$ cat config.mk
export PLATFORM = sky130hd
export DESIGN_NAME = colrd_top
export DESIGN_NICKNAME = d
export VERILOG_FILES = /design/src/rtl/colrd_pkg.sv /design/src/rtl/colrd_reqgen.sv /design/src/rtl/colrd_wordcmd.sv /design/src/rtl/colrd_align.sv /design/src/rtl/colrd_top.sv
export SDC_FILE = /design/constraint.sdc
export NUM_CORES = 1
export LEC_CHECK = 0
export BUFFER_PORTS_ARGS = -buffer_cell sky130_fd_sc_hd__buf_4
export CORE_ASPECT_RATIO = 1.75
export CORE_MARGIN = 2
export CORE_UTILIZATION = 45
export CTS_CLUSTER_DIAMETER = 40
export DETAILED_ROUTE_END_ITERATION = 8
export GPL_TIMING_DRIVEN = 0
export PLACE_DENSITY = 0.79
export SYNTH_ARGS = -nofsm -noshare
export SYNTH_HDL_FRONTEND = slang
export SYNTH_SLANG_ARGS = --single-unit
$ cat constraint.sdc
create_clock -name clk -period 11.1 [get_ports clk]
set_input_delay 2.22 -clock clk [delete_from_list [all_inputs] [get_ports clk]]
set_output_delay 2.22 -clock clk [all_outputs]
set_load 0.01 [all_outputs]
$ cat src/rtl/colrd_pkg.sv
package colrd_pkg;
  localparam int CNT_W = 8;
  typedef logic [CNT_W-1:0] lane_t;

  // Per data word: first wanted lane and number of wanted lanes.
  typedef struct packed {
    lane_t off;
    lane_t cnt;
  } wcmd_t;
endpackage

$ cat src/rtl/colrd_reqgen.sv
module colrd_reqgen #(
  parameter int ADDR_W     = 32,
  parameter int IDX_W      = 16,
  parameter int RPW        = 2,
  parameter int WORD_BYTES = 8,
  parameter int MAX_BURST  = 4,
  parameter int LEN_W      = 3
) (
  input  logic              clk,
  input  logic              rst_n,
  input  logic              start,
  input  logic [IDX_W-1:0]  first,
  input  logic [IDX_W-1:0]  last,
  input  logic [ADDR_W-1:0] base,
  output logic              req_valid,
  input  logic              req_ready,
  output logic [ADDR_W-1:0] req_addr,
  output logic [LEN_W-1:0]  req_len
);
  logic             act_q;
  logic [IDX_W-1:0] w_q, wend_q;
  logic [IDX_W:0]   remain;

  assign remain    = {1'b0, wend_q} - {1'b0, w_q} + 1'b1;
  assign req_valid = act_q;
  assign req_len   = (remain > (IDX_W+1)'(MAX_BURST)) ? LEN_W'(MAX_BURST) : LEN_W'(remain);
  assign req_addr  = base + ADDR_W'(w_q) * ADDR_W'(WORD_BYTES);

  always_ff @(posedge clk) begin
    if (!rst_n) begin
      act_q  <= 1'b0;
      w_q    <= '0;
      wend_q <= '0;
    end else if (start) begin
      act_q  <= 1'b1;
      w_q    <= first / IDX_W'(RPW);
      wend_q <= (last - 1'b1) / IDX_W'(RPW);
    end else if (req_valid && req_ready) begin
      w_q <= w_q + IDX_W'(req_len);
      if (remain <= (IDX_W+1)'(MAX_BURST)) act_q <= 1'b0;
    end
  end
endmodule

$ cat src/rtl/colrd_wordcmd.sv
module colrd_wordcmd import colrd_pkg::*; #(
  parameter int IDX_W = 16,
  parameter int EPW   = 2
) (
  input  logic             clk,
  input  logic             rst_n,
  input  logic             start,
  input  logic [IDX_W-1:0] first,
  input  logic [IDX_W-1:0] last,
  output logic             wc_valid,
  input  logic             wc_ready,
  output wcmd_t            wc
);
  logic             act_q;
  logic [IDX_W-1:0] row_q, last_q, left, room;

  assign left     = last_q - row_q;
  assign room     = IDX_W'(EPW) - (row_q % IDX_W'(EPW));
  assign wc.off   = lane_t'(row_q % IDX_W'(EPW));
  assign wc.cnt   = (left < room) ? lane_t'(left) : lane_t'(room);
  assign wc_valid = act_q;

  always_ff @(posedge clk) begin
    if (!rst_n) begin
      act_q  <= 1'b0;
      row_q  <= '0;
      last_q <= '0;
    end else if (start) begin
      act_q  <= 1'b1;
      row_q  <= first;
      last_q <= last;
    end else if (wc_valid && wc_ready) begin
      row_q <= row_q + IDX_W'(wc.cnt);
      if (row_q + IDX_W'(wc.cnt) == last_q) act_q <= 1'b0;
    end
  end
endmodule

$ cat src/rtl/colrd_align.sv
module colrd_align import colrd_pkg::*; #(
  parameter int IDX_W  = 16,
  parameter int ELEM_W = 32,
  parameter int WORD_W = 64
) (
  input  logic              clk,
  input  logic              rst_n,
  input  logic              start,
  input  logic [IDX_W-1:0]  first,
  input  logic [IDX_W-1:0]  last,
  input  logic              wc_valid,
  output logic              wc_ready,
  input  wcmd_t             wc,
  input  logic              dresp_valid,
  output logic              dresp_ready,
  input  logic [WORD_W-1:0] dresp_data,
  input  logic              bresp_valid,
  output logic              bresp_ready,
  input  logic [WORD_W-1:0] bresp_data,
  output logic              out_valid,
  input  logic              out_ready,
  output logic [ELEM_W-1:0] out_data,
  output logic              out_present,
  output logic              out_last
);
  localparam int BIT_W = $clog2(WORD_W);

  logic [IDX_W-1:0] row_q, last_q;
  lane_t            k_q, lane;
  logic [BIT_W-1:0] bidx;
  logic             fire, word_end;

  assign lane        = wc.off + k_q;
  assign bidx        = row_q[BIT_W-1:0];
  assign out_valid   = wc_valid && dresp_valid && bresp_valid;
  assign out_data    = dresp_data[int'(lane)*ELEM_W +: ELEM_W];
  assign out_present = bresp_data[bidx];
  assign out_last    = (row_q == last_q - 1'b1);
  assign fire        = out_valid && out_ready;
  assign word_end    = (k_q + 1'b1 == wc.cnt);
  assign dresp_ready = fire && word_end;
  assign wc_ready    = fire && word_end;
  assign bresp_ready = fire && ((bidx == {BIT_W{1'b1}}) || out_last);

  always_ff @(posedge clk) begin
    if (!rst_n) begin
      row_q  <= '0;
      last_q <= '0;
      k_q    <= '0;
    end else if (start) begin
      row_q  <= first;
      last_q <= last;
      k_q    <= '0;
    end else if (fire) begin
      row_q <= row_q + 1'b1;
      k_q   <= word_end ? lane_t'(0) : k_q + 1'b1;
    end
  end
endmodule

$ cat src/rtl/colrd_top.sv
module colrd_top import colrd_pkg::*; #(
  parameter int ADDR_W    = 32,
  parameter int IDX_W     = 16,
  parameter int ELEM_W    = 32,
  parameter int WORD_W    = 64,
  parameter int MAX_BURST = 4,
  parameter int LEN_W     = $clog2(MAX_BURST + 1)
) (
  input  logic              clk,
  input  logic              rst_n,
  input  logic [ADDR_W-1:0] data_base,
  input  logic [ADDR_W-1:0] bmap_base,
  input  logic              cmd_valid,
  output logic              cmd_ready,
  input  logic [IDX_W-1:0]  cmd_first,
  input  logic [IDX_W-1:0]  cmd_last,
  output logic              dreq_valid,
  input  logic              dreq_ready,
  output logic [ADDR_W-1:0] dreq_addr,
  output logic [LEN_W-1:0]  dreq_len,
  input  logic              dresp_valid,
  output logic              dresp_ready,
  input  logic [WORD_W-1:0] dresp_data,
  output logic              breq_valid,
  input  logic              breq_ready,
  output logic [ADDR_W-1:0] breq_addr,
  output logic [LEN_W-1:0]  breq_len,
  input  logic              bresp_valid,
  output logic              bresp_ready,
  input  logic [WORD_W-1:0] bresp_data,
  output logic              out_valid,
  input  logic              out_ready,
  output logic [ELEM_W-1:0] out_data,
  output logic              out_present,
  output logic              out_last
);
  localparam int EPW        = WORD_W / ELEM_W;
  localparam int WORD_BYTES = WORD_W / 8;
  localparam int BRPW       = WORD_W;

  logic  busy_q, start;
  logic  wc_valid, wc_ready;
  wcmd_t wc;

  assign cmd_ready = !busy_q;
  assign start     = cmd_valid && !busy_q && (cmd_first < cmd_last);

  always_ff @(posedge clk) begin
    if (!rst_n)                             busy_q <= 1'b0;
    else if (start)                         busy_q <= 1'b1;
    else if (out_valid && out_ready && out_last) busy_q <= 1'b0;
  end

  colrd_reqgen #(.ADDR_W(ADDR_W), .IDX_W(IDX_W), .RPW(EPW), .WORD_BYTES(WORD_BYTES),
                 .MAX_BURST(MAX_BURST), .LEN_W(LEN_W)) data_req_i (
    .clk, .rst_n, .start, .first(cmd_first), .last(cmd_last), .base(data_base),
    .req_valid(dreq_valid), .req_ready(dreq_ready), .req_addr(dreq_addr), .req_len(dreq_len));

  colrd_reqgen #(.ADDR_W(ADDR_W), .IDX_W(IDX_W), .RPW(BRPW), .WORD_BYTES(WORD_BYTES),
                 .MAX_BURST(MAX_BURST), .LEN_W(LEN_W)) bmap_req_i (
    .clk, .rst_n, .start, .first(cmd_first), .last(cmd_last), .base(bmap_base),
    .req_valid(breq_valid), .req_ready(breq_ready), .req_addr(breq_addr), .req_len(breq_len));

  colrd_wordcmd #(.IDX_W(IDX_W), .EPW(EPW)) wordcmd_i (
    .clk, .rst_n, .start, .first(cmd_first), .last(cmd_last),
    .wc_valid, .wc_ready, .wc);

  colrd_align #(.IDX_W(IDX_W), .ELEM_W(ELEM_W), .WORD_W(WORD_W)) align_i (
    .clk, .rst_n, .start, .first(cmd_first), .last(cmd_last),
    .wc_valid, .wc_ready, .wc,
    .dresp_valid, .dresp_ready, .dresp_data,
    .bresp_valid, .bresp_ready, .bresp_data,
    .out_valid, .out_ready, .out_data, .out_present, .out_last);
endmodule

# ---- After elaboration in Yosys (flattened, before gate mapping)
# Cells that the tools add are included.
dict set report op_classes {
  n_addsub 16
  magnitude_cmp 7
  eq_ne 4
  n_shift 1
  muxes 25
  n_bitwise 1
  reduce_logical 25
}
# cell count
set op_table {}
lappend op_table {{adder 32 x 19 -> 32 bit} 2}
lappend op_table {{2-to-1 mux 16 bit} 4}
lappend op_table {{indexed part select 64 x 14 -> 32 bit} 1}
lappend op_table {{adder 17 x 1 -> 17 bit (second input constant)} 2}
lappend op_table {{greater-than comparator 17 x 3 -> 1 bit (second input constant)} 2}
lappend op_table {{less-or-equal comparator 17 x 3 -> 1 bit (second input constant)} 2}
lappend op_table {{adder 16 x 3 -> 16 bit} 2}
lappend op_table {{equality test 16 bit} 2}
lappend op_table {{< comparator 16 bit} 2}
lappend op_table {{subtractor 16 x 1 -> 16 bit (second input constant)} 2}
lappend op_table {{2-to-1 mux 15 bit} 2}
lappend op_table {{2-to-1 mux 10 bit} 2}
lappend op_table {{subtractor 10 x 16 -> 17 bit} 1}
lappend op_table {{subtractor 15 x 16 -> 17 bit} 1}
lappend op_table {{adder 16 x 1 -> 16 bit (second input constant)} 1}
lappend op_table {{adder 16 x 8 -> 16 bit} 1}
lappend op_table {{2-to-1 mux 8 bit} 2}
lappend op_table {{nonzero test 2 bit} 8}
lappend op_table {{subtractor 16 bit} 1}
lappend op_table {{2-to-1 mux 1 bit} 12}
lappend op_table {{logical AND 1 bit} 11}
lappend op_table {{adder 1 x 8 -> 8 bit} 1}
lappend op_table {{adder 8 x 1 -> 8 bit (second input constant)} 1}
lappend op_table {{equality test 8 bit} 1}
lappend op_table {{other kinds (10)} 13}
dict set report totals {
  reg_bits 117
  out_inout_bits 110
  elab_cells 93
}

# ---- Depth between registers and ports, before layout
dict set report depth {
  word_depth 8
  mapped_depth 27
  ltp_nobuf 27
}

# ---- Cells and area by module
# From an unflattened synthesis, not the netlist that was laid out.
dict set report unflattened {
  hier_cells 1778
  hier_area_um2 14133.6
}
# mod n_inst cells_per_inst area_per_inst_um2 seq_area_each_um2
set modules_own_cells {}
lappend modules_own_cells {colrd_align 1 432 3733.6 800.8}
lappend modules_own_cells {{colrd_reqgen at data_req_i} 1 481 3664.8 640.6}
lappend modules_own_cells {colrd_wordcmd 1 401 3213.1 660.6}
lappend modules_own_cells {{colrd_reqgen at bmap_req_i} 1 404 3088.0 540.5}
lappend modules_own_cells {colrd_top 1 60 434.2 20.0}

# ---- Worst setup path after synthesis
# OpenSTA, ideal clock, no wires.
dict set report synth_timing {
  path_kind {in2out}
  from {in data_base[3]}
  to {out dreq_addr[27]}
  arrival_ns 4.824
  required_ns 8.880
  setup_slack_ns 4.056
  cell_stages 14
  n_path_buf 0
  cell_sequence {ha_1 > inv_1 > fa_1 > nor2b_1 > o21ai_0 > a21boi_0 > o21ai_0 > a21oi_1 > o2111ai_1 > a31oi_1 > a41oi_1 > a21oi_1 > nand4_1 > xnor2_1}
}
dict set report synth_via {
  elab_chain_len 1
}
# element line_no
set synth_rtl {}
lappend synth_rtl {{start: declaration} colrd_top.sv:11} ;# input logic [ADDR_W-1:0] data_base,
lappend synth_rtl {{adder 32 x 19 -> 32 bit} colrd_reqgen.sv:27} ;# assign req_addr = base + ADDR_W'(w_q) * ADDR_W'(WORD_BYTES);
lappend synth_rtl {{end: declaration} colrd_top.sv:19} ;# output logic [ADDR_W-1:0] dreq_addr,
# Every way passes these cells.

# ---- Worst setup path after layout
# Ends and elaborated chain as after synthesis.

==> reports/metrics.csv <==
metric,value,unit
pin count of the biggest net entering global routing,18,
multi-input logic area,0.00905,mm^2
Worst Clk Skew,0.0184,ns
CTS H-tree lvls,3,
FF-to-FF path depth,23,
WP data required,8.88,ns
Crit. End Element,output pin,
clk slew on worst S/H paths,0.07,ns
Synth area leaders,"dfxtp_1 (18%), ha_1 (14%), xnor2_1 (9.6%)",
WL met1,14400,um
share of cells above drive strength 1,0.214,
Mapped Avg Cell Area,7.70,um^2
"Clk Latency, worst-skew pair",0.38,ns
drt drc,0,
Final Cycle Share,0.707,
Area Growth Syn to Fin,27.4,%
status,"finished, final reports clean",
first-pass GRT wire length,62300,um
Post-synth top flop,dfxtp_1,
dpl hpwl,33800,um
Setup-failing EPs final,0,
# IOs,342,
# nets final,2271,
CTS Buf Count,9,
Final TNS setup,0,ns
startpoint types,primary input,
Max VDD drop,83.7,uV
Final ANT Viol Nets,0,
post-synthesis sequential area ratio,0.180,
Root Driver,clkbuf_16,
Final Hold Fails,0,
met2 wire length,21400,um
hold_buf cts,0,
Synth async-reset ratio,0,
RSZ-0062 raised after global routing,no,
fin crit period,7.85,ns
IO Port Bufs,335,
Cells after Synth,1546,
WHS,0.487,ns
CTS resizes,0,
vias per cell,5.73,
GPL Wtd Cong,1.00,
dpl ws,3.21,ns
Initial Utilization,0.459,
crit-path max FO,7,
total grt overflow,0,
Post CTS Setup Buffer Count,0,
met3 WL,1670,um
Die W,127,um
Max Cap Violations,0,
vias in the first global route,12800,
clk buf depth,2,
Core ar.,0.0260,mm^2
count of state elements after synthesis,107,
top cell type's share of synthesized area,0.180,
CTS tree,built,
synth cell count leaders,"nand2_1 (150), nor2_1 (135), ha_1 (134), xnor2_1 (130), inv_1 (117)",
Power Density,111,mW/mm^2
most frequent cell after synthesis,nand2_1,
Worst-Margin Slew,1.12,ns
Setup CP Type,primary input to output pin,
Die ar.,0.0278,mm^2
Yosys warnings,0,
CP arrival,5.63,ns
Highest Signal Layer,met4,
vias post-DR,12700,
total wire length,40200,um
Leak Pwr,6.69,nW
FF-to-FF setup slack,3.88,ns
Detailed Route Iter0 Violations,771,
# clock sinks,107,
max_slew headroom,0.246,
largest area contributor in the netlist,dfxtp_1,
GRT Util Overall,0.280,
num rows,78,
setup slack after layout,3.25,ns
1st-pass router iterations,8,
Synth cell types,83,
final slew viol count,0,
register area,0.00214,mm^2
Post-synth EDFFs,0,
fmax,127,MHz
initial antenna violation count,1,
"Cell Area, Synth",0.0119,mm^2
WHS Path Cells,2,
hold crit path type,flop to flop,
layout filler cell count,2393,
Die H,219,um
drt wl/cell,18.1,um
==> metal layers <==
| layer | vias up | track usage |
|---|---|---|
| met1 | 5994 | 0.284 |
| met5 | - | 0 |
| met4 | 0 | 0.187 |
| li1 | 6161 | - |
| met2 | 419 | 0.532 |
| met3 | 152 | 0.0278 |
==> cell usage in the layout (no fill, tap or decap), types with 46 or more instances in the layout <==
cell type and n:
nand2_1 150, nor2_1 135, inv_1 117, nor3_1 51, dfxtp_1 107, a21oi_1 112, buf_4 343, xnor2_1 130
xor2_1 46, o21ai_0 61, ha_1 134
==> per-stage QoR <==
step	power (mW)	instance area [um^2]	util	std cells
after floorplan	1.03	11900	-	1551
after global placement	1.30	14800	0.572	2206
after detailed placement	1.33	14800	0.572	2206
after CTS	1.68	15200	0.584	2221
after global routing	1.80	15200	0.584	2222
final	1.69	15200	0.584	2222
==> layout make-up <==
cell class                      instances  share of cell area
Antenna cell                            1            0.000165
Buffer                                 64              0.0191
Multi-Input combinational cell       1262               0.597
Clock inverter                          5             0.00561
Tap cell                              320              0.0264
Inverter                              118              0.0292
Timing Repair Buffer                  335               0.166
Sequential cell                       107               0.141
Clock buffer                           10              0.0158
==> cells by family (layout without fill, tap and decap cells) <==
group                    after synthesis  count (layout)  share of synthesized area
flip-flops                           107             107                      0.180
XOR/XNOR                             176             176                      0.129
other                                  1               7                   0.000315
buffers and inverters                182             532                     0.0615
AND/OR/NAND/NOR                      523             523                      0.210
multiplexers                          62              62                     0.0712
adder cells (fa/ha/maj)              142             142                      0.154
AO/OA/AOI/OAI                        353             353                      0.194
==> sequential cells by signal, summed over array words and instances (netlist names), 5 cells and up <==
signal / count
align_i.k_q: 8
align_i.last_q: 16
align_i.row_q: 16
bmap_req_i.w_q: 16
bmap_req_i.wend_q: 10
data_req_i.w_q: 16
data_req_i.wend_q: 5
wordcmd_i.row_q: 16
==> critical path: stages <==
cell and delay [ns]:
buf_4 0.08, ha_1 0.15, inv_1 0.05, fa_1 0.40, nor2b_1 0.12, o21ai_0 0.10
a21boi_0 0.33, o21ai_0 0.17, a21oi_1 0.28, o2111ai_1 0.19, a31oi_1 0.36, a41oi_1 0.21
a21oi_1 0.47, nand4_1 0.19, xnor2_1 0.16, buf_4 0.14
==> path summary, 6_finish.rpt <==
path	startpoint	to
worst max-delay path	data_base[3]	dreq_addr[27]
worst min-delay path	data_req_i.wend_q[1]$_SDFFE_PN0P_	data_req_i.wend_q[1]$_SDFFE_PN0P_
worst max register to register	wordcmd_i.row_q[0]$_SDFFE_PN0P_	wordcmd_i.wc_valid$_SDFFE_PN0P_
worst min register to register	data_req_i.wend_q[1]$_SDFFE_PN0P_	data_req_i.wend_q[1]$_SDFFE_PN0P_
==> power breakdown <==
part	switching, mW	internal (mW)
logic	0.460	0.413
registers	0.0411	0.416
clock network	0.157	0.204
No activity file was read; power rests on OpenSTA's default activity.
